### src/rtl/phy_mgmt_pkg.sv
// Shared constants and types for the management register file.
// Assumes 5-bit register numbers and 16-bit register values.
package phy_mgmt_pkg;

    localparam logic [4:0] REG_CTRL = 5'd0;
    localparam logic [4:0] REG_STAT = 5'd1;
    localparam logic [4:0] REG_IDX  = 5'd16;
    localparam logic [4:0] REG_WIN  = 5'd17;

    // Capability word: only 100BASE-X full duplex advertised.
    localparam logic [15:0] STAT_WORD = 16'h4000;

    // One decoded management operation; at most one field is set.
    typedef struct packed {
        logic wr_ctrl;
        logic wr_idx;
        logic wr_win;
        logic rd_win;
        logic rd_local;
    } mg_op_t;

    // Assemble the control register from its live fields.
    function automatic logic [15:0] ctrl_word(input logic rst, input logic lb,
                                              input logic iso);
        return {rst, lb, 1'b1, 2'b00, iso, 1'b0, 1'b1, 2'b00, 6'b000000};
    endfunction

endpackage

### src/rtl/pmr_access_decode.sv
// Turns raw management strobes into one decoded operation.
// Assumes the front end pulses a strobe for one cycle per access; strobes
// arriving while busy is high are dropped, and a write wins over a read.
module pmr_access_decode
    import phy_mgmt_pkg::*;
(
    input  logic [4:0] mg_addr,
    input  logic       mg_wr,
    input  logic       mg_rd,
    input  logic       busy,
    output mg_op_t     op
);

    logic wr_ok;
    logic rd_ok;

    // Gate the strobes: busy blocks everything, write has priority.
    always_comb begin
        wr_ok = mg_wr && !busy;
        rd_ok = mg_rd && !mg_wr && !busy;
    end

    // Select the operation by register number.
    always_comb begin
        op          = '0;
        op.wr_ctrl  = wr_ok && (mg_addr == REG_CTRL);
        op.wr_idx   = wr_ok && (mg_addr == REG_IDX);
        op.wr_win   = wr_ok && (mg_addr == REG_WIN);
        op.rd_win   = rd_ok && (mg_addr == REG_WIN);
        op.rd_local = rd_ok && (mg_addr != REG_WIN);
    end

endmodule

### src/rtl/pmr_ctrl_reg.sv
// Control register: loopback, isolate and a self-clearing device reset.
// Assumes RST_CYCLES >= 1. The reset pulse forces loopback off and isolate
// on; control writes arriving during the pulse are dropped.
module pmr_ctrl_reg
    import phy_mgmt_pkg::*;
#(
    parameter int RST_CYCLES = 8
) (
    input  logic        clk,
    input  logic        rst_n,
    input  logic        wr_en,
    input  logic        wr_rst,
    input  logic        wr_lb,
    input  logic        wr_iso,
    output logic        loopback,
    output logic        isolate,
    output logic        rst_active,
    output logic [15:0] word
);

    localparam int CW = $clog2(RST_CYCLES + 1);
    localparam logic [CW-1:0] CNT_LOAD = CW'(RST_CYCLES);

    logic [CW-1:0] rst_cnt;

    // Reset pulse counter: load on a reset write, count down to zero.
    always_ff @(posedge clk) begin
        if (!rst_n) begin
            rst_cnt <= '0;
        end else if (wr_en && wr_rst && rst_cnt == '0) begin
            rst_cnt <= CNT_LOAD;
        end else if (rst_cnt != '0) begin
            rst_cnt <= rst_cnt - 1'b1;
        end
    end

    // Loopback and isolate bits: written values, overridden by a reset.
    always_ff @(posedge clk) begin
        if (!rst_n) begin
            loopback <= 1'b0;
            isolate  <= 1'b1;
        end else if (wr_en && rst_cnt == '0) begin
            if (wr_rst) begin
                loopback <= 1'b0;
                isolate  <= 1'b1;
            end else begin
                loopback <= wr_lb;
                isolate  <= wr_iso;
            end
        end
    end

    // Readable view with fixed capability bits.
    always_comb begin
        rst_active = (rst_cnt != '0);
        word       = ctrl_word(rst_active, loopback, isolate);
    end

endmodule

### src/rtl/pmr_window.sv
// Indirect access window: address latch plus internal bus sequencer.
// Assumes the internal bus takes writes in one cycle without a handshake
// and acknowledges reads with ib_ack while ib_rd is high.
module pmr_window #(
    parameter int IAW = 10
) (
    input  logic           clk,
    input  logic           rst_n,
    input  logic           wr_idx,
    input  logic           wr_win,
    input  logic           rd_win,
    input  logic [15:0]    wdata,
    input  logic           ib_ack,
    input  logic [15:0]    ib_rdata,
    output logic [IAW-1:0] idx_q,
    output logic [IAW-1:0] ib_addr,
    output logic           ib_wr,
    output logic           ib_rd,
    output logic [15:0]    ib_wdata,
    output logic           win_done,
    output logic [15:0]    win_data,
    output logic           busy
);

    logic pend;

    // Internal address latch, written only through register 16.
    always_ff @(posedge clk) begin
        if (!rst_n) begin
            idx_q <= '0;
        end else if (wr_idx) begin
            idx_q <= wdata[IAW-1:0];
        end
    end

    // Write forwarding: one-cycle pulse carrying the value.
    always_ff @(posedge clk) begin
        if (!rst_n) begin
            ib_wr    <= 1'b0;
            ib_wdata <= '0;
        end else begin
            ib_wr <= wr_win;
            if (wr_win) begin
                ib_wdata <= wdata;
            end
        end
    end

    // Read request: raised on a window read, dropped at the acknowledge.
    always_ff @(posedge clk) begin
        if (!rst_n) begin
            pend <= 1'b0;
        end else if (rd_win) begin
            pend <= 1'b1;
        end else if (pend && ib_ack) begin
            pend <= 1'b0;
        end
    end

    // Bus outputs and completion view for the response path.
    always_comb begin
        ib_addr  = idx_q;
        ib_rd    = pend;
        busy     = pend;
        win_done = pend && ib_ack;
        win_data = ib_rdata;
    end

endmodule

### src/rtl/pmr_resp.sv
// Read response path: selects the local register value or the window
// result and presents it with a one-cycle ready pulse.
// Assumes rd_local and win_done never rise in the same cycle.
module pmr_resp
    import phy_mgmt_pkg::*;
#(
    parameter int IAW = 10
) (
    input  logic           clk,
    input  logic           rst_n,
    input  logic           rd_local,
    input  logic [4:0]     rd_addr,
    input  logic [15:0]    ctrl_val,
    input  logic [IAW-1:0] idx_q,
    input  logic           win_done,
    input  logic [15:0]    win_data,
    output logic           rdy,
    output logic [15:0]    rdata
);

    logic [15:0] idx_ext;
    logic [15:0] local_val;

    // Zero-extend the stored internal address to a register value.
    generate
        if (IAW >= 16) begin : g_idx_full
            assign idx_ext = idx_q[15:0];
        end else begin : g_idx_pad
            assign idx_ext = {{(16 - IAW){1'b0}}, idx_q};
        end
    endgenerate

    // Local register multiplexer; unimplemented numbers read zero.
    always_comb begin
        case (rd_addr)
            REG_CTRL: local_val = ctrl_val;
            REG_STAT: local_val = STAT_WORD;
            REG_IDX:  local_val = idx_ext;
            default:  local_val = 16'h0000;
        endcase
    end

    // Register the answer and the ready pulse.
    always_ff @(posedge clk) begin
        if (!rst_n) begin
            rdy   <= 1'b0;
            rdata <= '0;
        end else begin
            rdy <= rd_local || win_done;
            if (rd_local) begin
                rdata <= local_val;
            end else if (win_done) begin
                rdata <= win_data;
            end
        end
    end

endmodule

### src/rtl/phy_mgmt_regs.sv
// Management register file top: control and capability registers plus an
// address/data window onto an internal chip register bus.
// Assumes decoded, single-cycle management strobes and IAW <= 16.
module phy_mgmt_regs
    import phy_mgmt_pkg::*;
#(
    parameter int IAW        = 10,
    parameter int RST_CYCLES = 8
) (
    input  logic           clk,
    input  logic           rst_n,
    input  logic [4:0]     mg_addr,
    input  logic           mg_wr,
    input  logic           mg_rd,
    input  logic [15:0]    mg_wdata,
    output logic [15:0]    mg_rdata,
    output logic           mg_rdy,
    output logic           loopback_en,
    output logic           isolate_en,
    output logic           dev_reset,
    output logic [IAW-1:0] ib_addr,
    output logic           ib_wr,
    output logic           ib_rd,
    output logic [15:0]    ib_wdata,
    input  logic [15:0]    ib_rdata,
    input  logic           ib_ack
);

    mg_op_t         op;
    logic           busy;
    logic [15:0]    ctrl_val;
    logic [IAW-1:0] idx_q;
    logic           win_done;
    logic [15:0]    win_data;

    pmr_access_decode u_dec (
        .mg_addr (mg_addr),
        .mg_wr   (mg_wr),
        .mg_rd   (mg_rd),
        .busy    (busy),
        .op      (op)
    );

    pmr_ctrl_reg #(.RST_CYCLES(RST_CYCLES)) u_ctrl (
        .clk        (clk),
        .rst_n      (rst_n),
        .wr_en      (op.wr_ctrl),
        .wr_rst     (mg_wdata[15]),
        .wr_lb      (mg_wdata[14]),
        .wr_iso     (mg_wdata[10]),
        .loopback   (loopback_en),
        .isolate    (isolate_en),
        .rst_active (dev_reset),
        .word       (ctrl_val)
    );

    pmr_window #(.IAW(IAW)) u_win (
        .clk      (clk),
        .rst_n    (rst_n),
        .wr_idx   (op.wr_idx),
        .wr_win   (op.wr_win),
        .rd_win   (op.rd_win),
        .wdata    (mg_wdata),
        .ib_ack   (ib_ack),
        .ib_rdata (ib_rdata),
        .idx_q    (idx_q),
        .ib_addr  (ib_addr),
        .ib_wr    (ib_wr),
        .ib_rd    (ib_rd),
        .ib_wdata (ib_wdata),
        .win_done (win_done),
        .win_data (win_data),
        .busy     (busy)
    );

    pmr_resp #(.IAW(IAW)) u_resp (
        .clk      (clk),
        .rst_n    (rst_n),
        .rd_local (op.rd_local),
        .rd_addr  (mg_addr),
        .ctrl_val (ctrl_val),
        .idx_q    (idx_q),
        .win_done (win_done),
        .win_data (win_data),
        .rdy      (mg_rdy),
        .rdata    (mg_rdata)
    );

endmodule

### config.mk
export PLATFORM = sky130hd
export DESIGN_NAME = phy_mgmt_regs
export DESIGN_NICKNAME = d
export VERILOG_FILES = /design/src/rtl/phy_mgmt_pkg.sv /design/src/rtl/pmr_access_decode.sv /design/src/rtl/pmr_ctrl_reg.sv /design/src/rtl/pmr_window.sv /design/src/rtl/pmr_resp.sv /design/src/rtl/phy_mgmt_regs.sv
export SDC_FILE = /design/constraint.sdc
export NUM_CORES = 1
export LEC_CHECK = 0
export BUFFER_PORTS_ARGS = -buffer_cell sky130_fd_sc_hd__buf_2
export CORE_MARGIN = 2
export CORE_UTILIZATION = 25
export CTS_BUF_LIST = sky130_fd_sc_hd__clkbuf_16
export DETAILED_ROUTE_END_ITERATION = 8
export GPL_TIMING_DRIVEN = 0
export MAX_ROUTING_LAYER = met4
export PLACE_DENSITY = 0.54
export SLEW_MARGIN = 30
export SYNTH_ARGS = -nofsm -noshare
export SYNTH_HDL_FRONTEND = slang
export SYNTH_SLANG_ARGS = --single-unit
### constraint.sdc
create_clock -name clk -period 3.5 [get_ports clk]
set_input_delay 0.525 -clock clk [delete_from_list [all_inputs] [get_ports clk]]
set_output_delay 0.525 -clock clk [all_outputs]
set_load 0.01 [all_outputs]
==> impl_metrics.ini, run 1 <==
[run_status]
status = finished, final reports clean

[drt]
wl_per_cell_microns = 14.4
drc_errors = 0
vias_per_cell = 4.54
dr_total_vias = 1972
postRouteWirelength_microns = 6230
drtAntennaViolNets = 0
drt_iter0_drc = 54
firstDrtPassIters = 4

[synth]
synth_cell_types = 42
synthTopCellsByArea = dfxtp_1 45%, mux2i_1 7.5%, o211a_1 5.7%
netlist_instances = 229
ys.flop_type = dfxtp_1
ys_warn_count = 0
synth.avg_cell_area_sq_um = 9.88
synth_edf_count = 0
netlist_area_sq_um = 2260
synth_nets = 272
synth_top_area_frac = 0.451
seq_area_frac_synth = 0.451
synth_area_leader_cell = dfxtp_1
async_flop_share = 0
ys_seq_elements = 51

[clock_tree]
clock_latency_ns = 0.28
cts_sinks = 51
clock-root-buffer = clkbuf_16
hold_buffers = 0
tritoncts = built
cts_inserted_buffers = 5
postCtsResizedCells = 0
clk_path_buf_depth = 2
clk_pin_slew_ns = 0.07
post_cts_buffers = 0
cts_max_level = 2

[floorplan]
rows = 34
io_pins = 90
die-area_sq_um = 9830
start_util = 0.258
die_w_microns = 99.2
core_region_area_sq_um = 8760
die_y_microns = 99.2

[timing]
rsz0062_at_grt = no
layout_min_cycle_time_ns = 2.02
hold_ws_ns = 0.453
max_slew_margin = 0.639
tns_ns = 0
setup_viol = 0
fmax_mhz = 496
max_slew.worst_pin.slew_ns = 0.542
drv_slew = 0
finClkSkew_ns = 0.00547
hold_viol = 0
post-route-period-util = 0.576

[pwr]
power.leakage_nw = 1.43
p_per_area_nw_per_um2 = 473
ir_drop_v = 0.000198

[setup_path]
rr_worst_depth = 6
start_kind = flip-flop
worstSetupPathType = flip-flop to output port
cp_data_required_time_ns = 2.97
worstSetupEndpointType = output port
cp.arrival_ns = 1.49
cp_max_fo = 6

[placement]
place_hpwl_microns = 4890
port_buffers = 89
placed_cell_area_sq_um = 2840
gp_congestion = 0.742

[hold_path]
worstHoldPathCells = 2
hold_class = flip-flop to flip-flop

[cells_and_area]
fin_area_sq_um = 3010
nets = 368
drive_gt1_frac = 0.359
antenna_cells = 0
seqCellArea_sq_um = 1020
post-route-util = 0.343
areaGrowthSynthToFinish_pct = 32.9
multi_input_area_sq_um = 1100
final.fill_count = 943

[global_routing]
grt_usage = 0.128
grt_max_degree = 16
grt_antenna_before_repair = 0
grt_pass1_vias = 1919
grt-ovfl-total = 0
grt_first_pass_wirelength_microns = 9650

[flow_run]
maxCapViolations = 0
[cell families (layout without fill, tap and decap cells)]
group           after synthesis  after routing  share of synthesized area
compound gates               51             51                      0.171
xor+xnor                      1              1                    0.00387
fa+ha+maj                     1              1                    0.00553
buf+inv                      21            118                     0.0619
flops                        51             51                      0.451
mux                          18             18                     0.0802
simple gates                 86             86                      0.227
[routing by layer]
layer	up-vias	wire length [microns]	track usage
li1	1000	-	-
met4	0	52	0.0358
met3	6	306	0.0281
met1	908	3030	0.166
met2	58	2840	0.203
met5	-	0	-
[critical path, stage by stage (launching register included)]
cell     delay, ns
dfxtp_1       0.31
inv_1         0.09
ha_1          0.21
nor3b_4       0.37
inv_1         0.09
buf_2         0.15
[registers in the layout, indices dropped and copies added (netlist names)]
name and count:
u_resp.rdy 1, u_win.ib_wr 1, u_ctrl.loopback 1, u_win.ib_addr 10, u_win.ib_wdata 16, u_ctrl.rst_cnt 4, u_resp.rdata 16, u_win.busy 1
u_ctrl.isolate 1
[where the power goes]
group          internal [mW]  switching [mW]
sequential             0.610          0.0222
combinational          0.117           0.129
clock                  0.334           0.213
total                   1.06           0.364
[synth_stat cells (all sizes together) (2+ instances only)]
cell type,instances
buf,8
nor3b,2
o2bb2ai,9
inv,6
o22ai,2
dfxtp,51
clkbuf,7
nor2b,19
nor3,3
a21oi,5
o21ai,17
mux2i,17
and2,3
nand2,17
and3,3
a31oi,2
nor2,16
nand3,15
o21a,2
o211a,13
[cell type report]
type | instances | share of cell area
Clock inverter | 3 | 0.0129
Multi-Input combinational cell | 157 | 0.366
Inverter | 6 | 0.00749
Timing Repair Buffer | 89 | 0.148
Buffer | 15 | 0.0391
Sequential cell | 51 | 0.339
Tap cell | 108 | 0.0449
Clock buffer | 5 | 0.0416
[placed cells by master (no fill, tap or decap), drive strengths merged, types with 2 or more instances in the layout]
| master | synthesis | routed |
|---|---|---|
| nand3 | 15 | 15 |
| o21ai | 17 | 17 |
| inv | 6 | 6 |
| nor3 | 3 | 3 |
| buf | 8 | 97 |
| o211a | 13 | 13 |
| and3 | 3 | 3 |
| nor3b | 2 | 2 |
| o22ai | 2 | 2 |
| nor2 | 16 | 16 |
| a31oi | 2 | 2 |
| dfxtp | 51 | 51 |
| and2 | 3 | 3 |
| mux2i | 17 | 17 |
| nand2 | 17 | 17 |
| o2bb2ai | 9 | 9 |
| o21a | 2 | 2 |
| a21oi | 5 | 5 |
| clkbuf | 7 | 12 |
| clkinv | 0 | 2 |
| nor2b | 19 | 19 |
[path summary, 6_finish.rpt]
kind / start / slack, ns / end
max: u_ctrl.rst_cnt[0]$_SDFFE_PP0N_ / 1.48 / dev_reset
min: u_resp.rdata[11]$_SDFFE_PN0P_ / 0.45 / u_resp.rdata[11]$_SDFFE_PN0P_
max reg2reg: u_ctrl.rst_cnt[0]$_SDFFE_PP0N_ / 1.74 / u_ctrl.isolate$_SDFFE_PN1P_
min reg2reg: u_resp.rdata[11]$_SDFFE_PN0P_ / 0.45 / u_resp.rdata[11]$_SDFFE_PN0P_
[stage by stage]
step	total power, mW	std cells	setup WS [ns]
floorplan	0.802	229	1.90
global placement	0.887	426	1.62
detailed placement	0.894	426	1.62
CTS	1.44	434	1.45
global route	1.50	434	1.37
finish	1.42	434	1.48
Power figures use the tool's default switching activity.
==> run 2, diff against run 1 <==
- PLACE_DENSITY: 0.54 -> 0.55
- clock period: 3.5 -> 1.8 ns (I/O delays scaled with it)
==> impl_metrics.ini, run 2 (synthesis results as in run 1) <==
[cells_and_area]
multi_input_area_sq_um = 1110
final_cell_mix = 91 x buf_2, 51 x dfxtp_1, 19 x nor2b_1, 17 x mux2i_1, 16 x nor2_1
fin_area_sq_um = 3020
antenna_cells = 0
final_common_cell = buf_2
nets = 369
drive_gt1_frac = 0.364
fin_cells = 435
seqCellArea_sq_um = 1020
areaGrowthSynthToFinish_pct = 33.5
final.fill_count = 935
post-route-util = 0.345

[floorplan]
die_y_microns = 99.2
die_w_microns = 99.2
core_region_area_sq_um = 8760
rows = 34
io_pins = 90
start_util = 0.258
die-area_sq_um = 9830

[drt]
postRouteWirelength_microns = 6200
wl_per_cell_microns = 14.2
drtAntennaViolNets = 0
firstDrtPassIters = 4
vias_per_cell = 4.61
drc_errors = 0
dr_total_vias = 2004
drt_iter0_drc = 53

[clock_tree]
cts_inserted_buffers = 5
hold_buffers = 0
cts_max_level = 2
clock_latency_ns = 0.29
cts_sinks = 51
clock-root-buffer = clkbuf_16
clk_path_buf_depth = 2
clk_pin_slew_ns = 0.07
tritoncts = built

[placement]
place_ws_ns = 0.0311
placed_cell_area_sq_um = 2840
gp_congestion = 0.727
port_buffers = 89
place_hpwl_microns = 4830
dp_cells = 426

[setup_path]
cp_data_required_time_ns = 1.53
rr_worst_depth = 6
cp.arrival_ns = 1.36
rr_endpoint = u_resp.rdata[15]$_SDFFE_PN0P_
crit_buf_inv = 3
cp_max_fo = 4
path_common_cell = inv_1
cp_cell_sequence = inv_1 > ha_1 > nor3b_4 > inv_1 > buf_2
worstSetupPathType = flip-flop to output port
crit_family = flip-flops
cp.depth = 5
rr_startpoint = u_win.busy$_SDFFE_PN0P_
worstSetupEndpointType = output port
slowest_stage = dfxtp_1
slowest_delay_ns = 0.31
r2r_slack_ns = 0.19
start_kind = flip-flop

[global_routing]
grt_usage = 0.131
grt_antenna_before_repair = 0
grt_first_pass_wirelength_microns = 9870
grt_max_degree = 16
grt_pass1_vias = 1971
grt-ovfl-total = 0

[timing]
max_slew.worst_pin.slew_ns = 0.547
tns_ns = 0
setup_ws_ns = 0.173
layout_min_cycle_time_ns = 1.63
rsz0062_at_grt = no
post-route-period-util = 0.904
hold_viol = 0
finClkSkew_ns = 0.00483
drv_slew = 0
max_slew_margin = 0.636
hold_ws_ns = 0.234
fmax_mhz = 615
setup_viol = 0

[run_status]
status = finished, final reports clean

[hold_path]
hold_start = mg_wdata[7]
worstHoldPathCells = 3
hold_class = input pin to flip-flop
min_to = u_win.ib_addr[7]$_SDFFE_PN0P_

[pwr]
power.leakage_nw = 1.44
finalPower_mw = 2.80
p_per_area_nw_per_um2 = 925
ir_drop_v = 0.000418

[flow_run]
maxCapViolations = 0
run 2: changes by cell type in the layout (fill, tap and decap cells not counted):
| cell | before | now |
|---|---|---|
| nor4b_2 | 0 | 1 |
| nor4b_1 | 1 | 0 |
| buf_4 | 1 | 2 |
run 2: worst max path at each step:
| stage | slack [ns] | from | endpoint |
|---|---|---|---|
| after detailed placement | 0.03 | u_ctrl.rst_cnt[0]$_SDFFE_PP0N_ | u_ctrl.isolate$_SDFFE_PN1P_ |
| after floorplan | 0.29 | u_ctrl.rst_cnt[0]$_SDFFE_PP0N_ | u_ctrl.isolate$_SDFFE_PN1P_ |
| final | 0.17 | u_ctrl.rst_cnt[0]$_SDFFE_PP0N_ | dev_reset |
| after CTS | 0.15 | u_ctrl.rst_cnt[0]$_SDFFE_PP0N_ | dev_reset |
| after global placement | 0.04 | u_ctrl.rst_cnt[0]$_SDFFE_PP0N_ | u_ctrl.isolate$_SDFFE_PN1P_ |
| after global routing | 0.01 | u_ctrl.rst_cnt[0]$_SDFFE_PP0N_ | u_ctrl.rst_cnt[1]$_SDFFE_PP0N_ |
run 2: cell type report:
type                       count  share of cell area
clock inverter                 3              0.0128
multi-input combinational    157               0.367
clock buffer                   5              0.0414
timing repair buffer          90               0.150
buffer                        15              0.0389
tap                          108              0.0447
inverter                       6             0.00745
sequential                    51               0.338
run 2: worst reg2reg max path, cell delays in order, from the launching register on:
cell and delay (ns):
dfxtp_1 0.32, buf_6 0.13, or3b_4 0.41, a31oi_4 0.25
buf_6 0.18, o22ai_1 0.08, o211a_1 0.13
run 2: where the power goes:
group / switching [mW] / internal (mW) / leakage, nW
Sequential: 0.0445 / 1.19 / 0.414
Clock: 0.413 / 0.649 / 0.0812
Combinational: 0.255 / 0.249 / 0.945
run 2: layer usage:
metal / global-route usage / part of all wire
met5: - / 0
met4: 0.0316 / 0.0079
met3: 0.0295 / 0.063
met2: 0.203 / 0.45
met1: 0.175 / 0.48
run 2: what timing repair did:
item,CTS,global route
endpoints found under the setup margin,1,1
buffers inserted,1,0
resized for setup,0,1
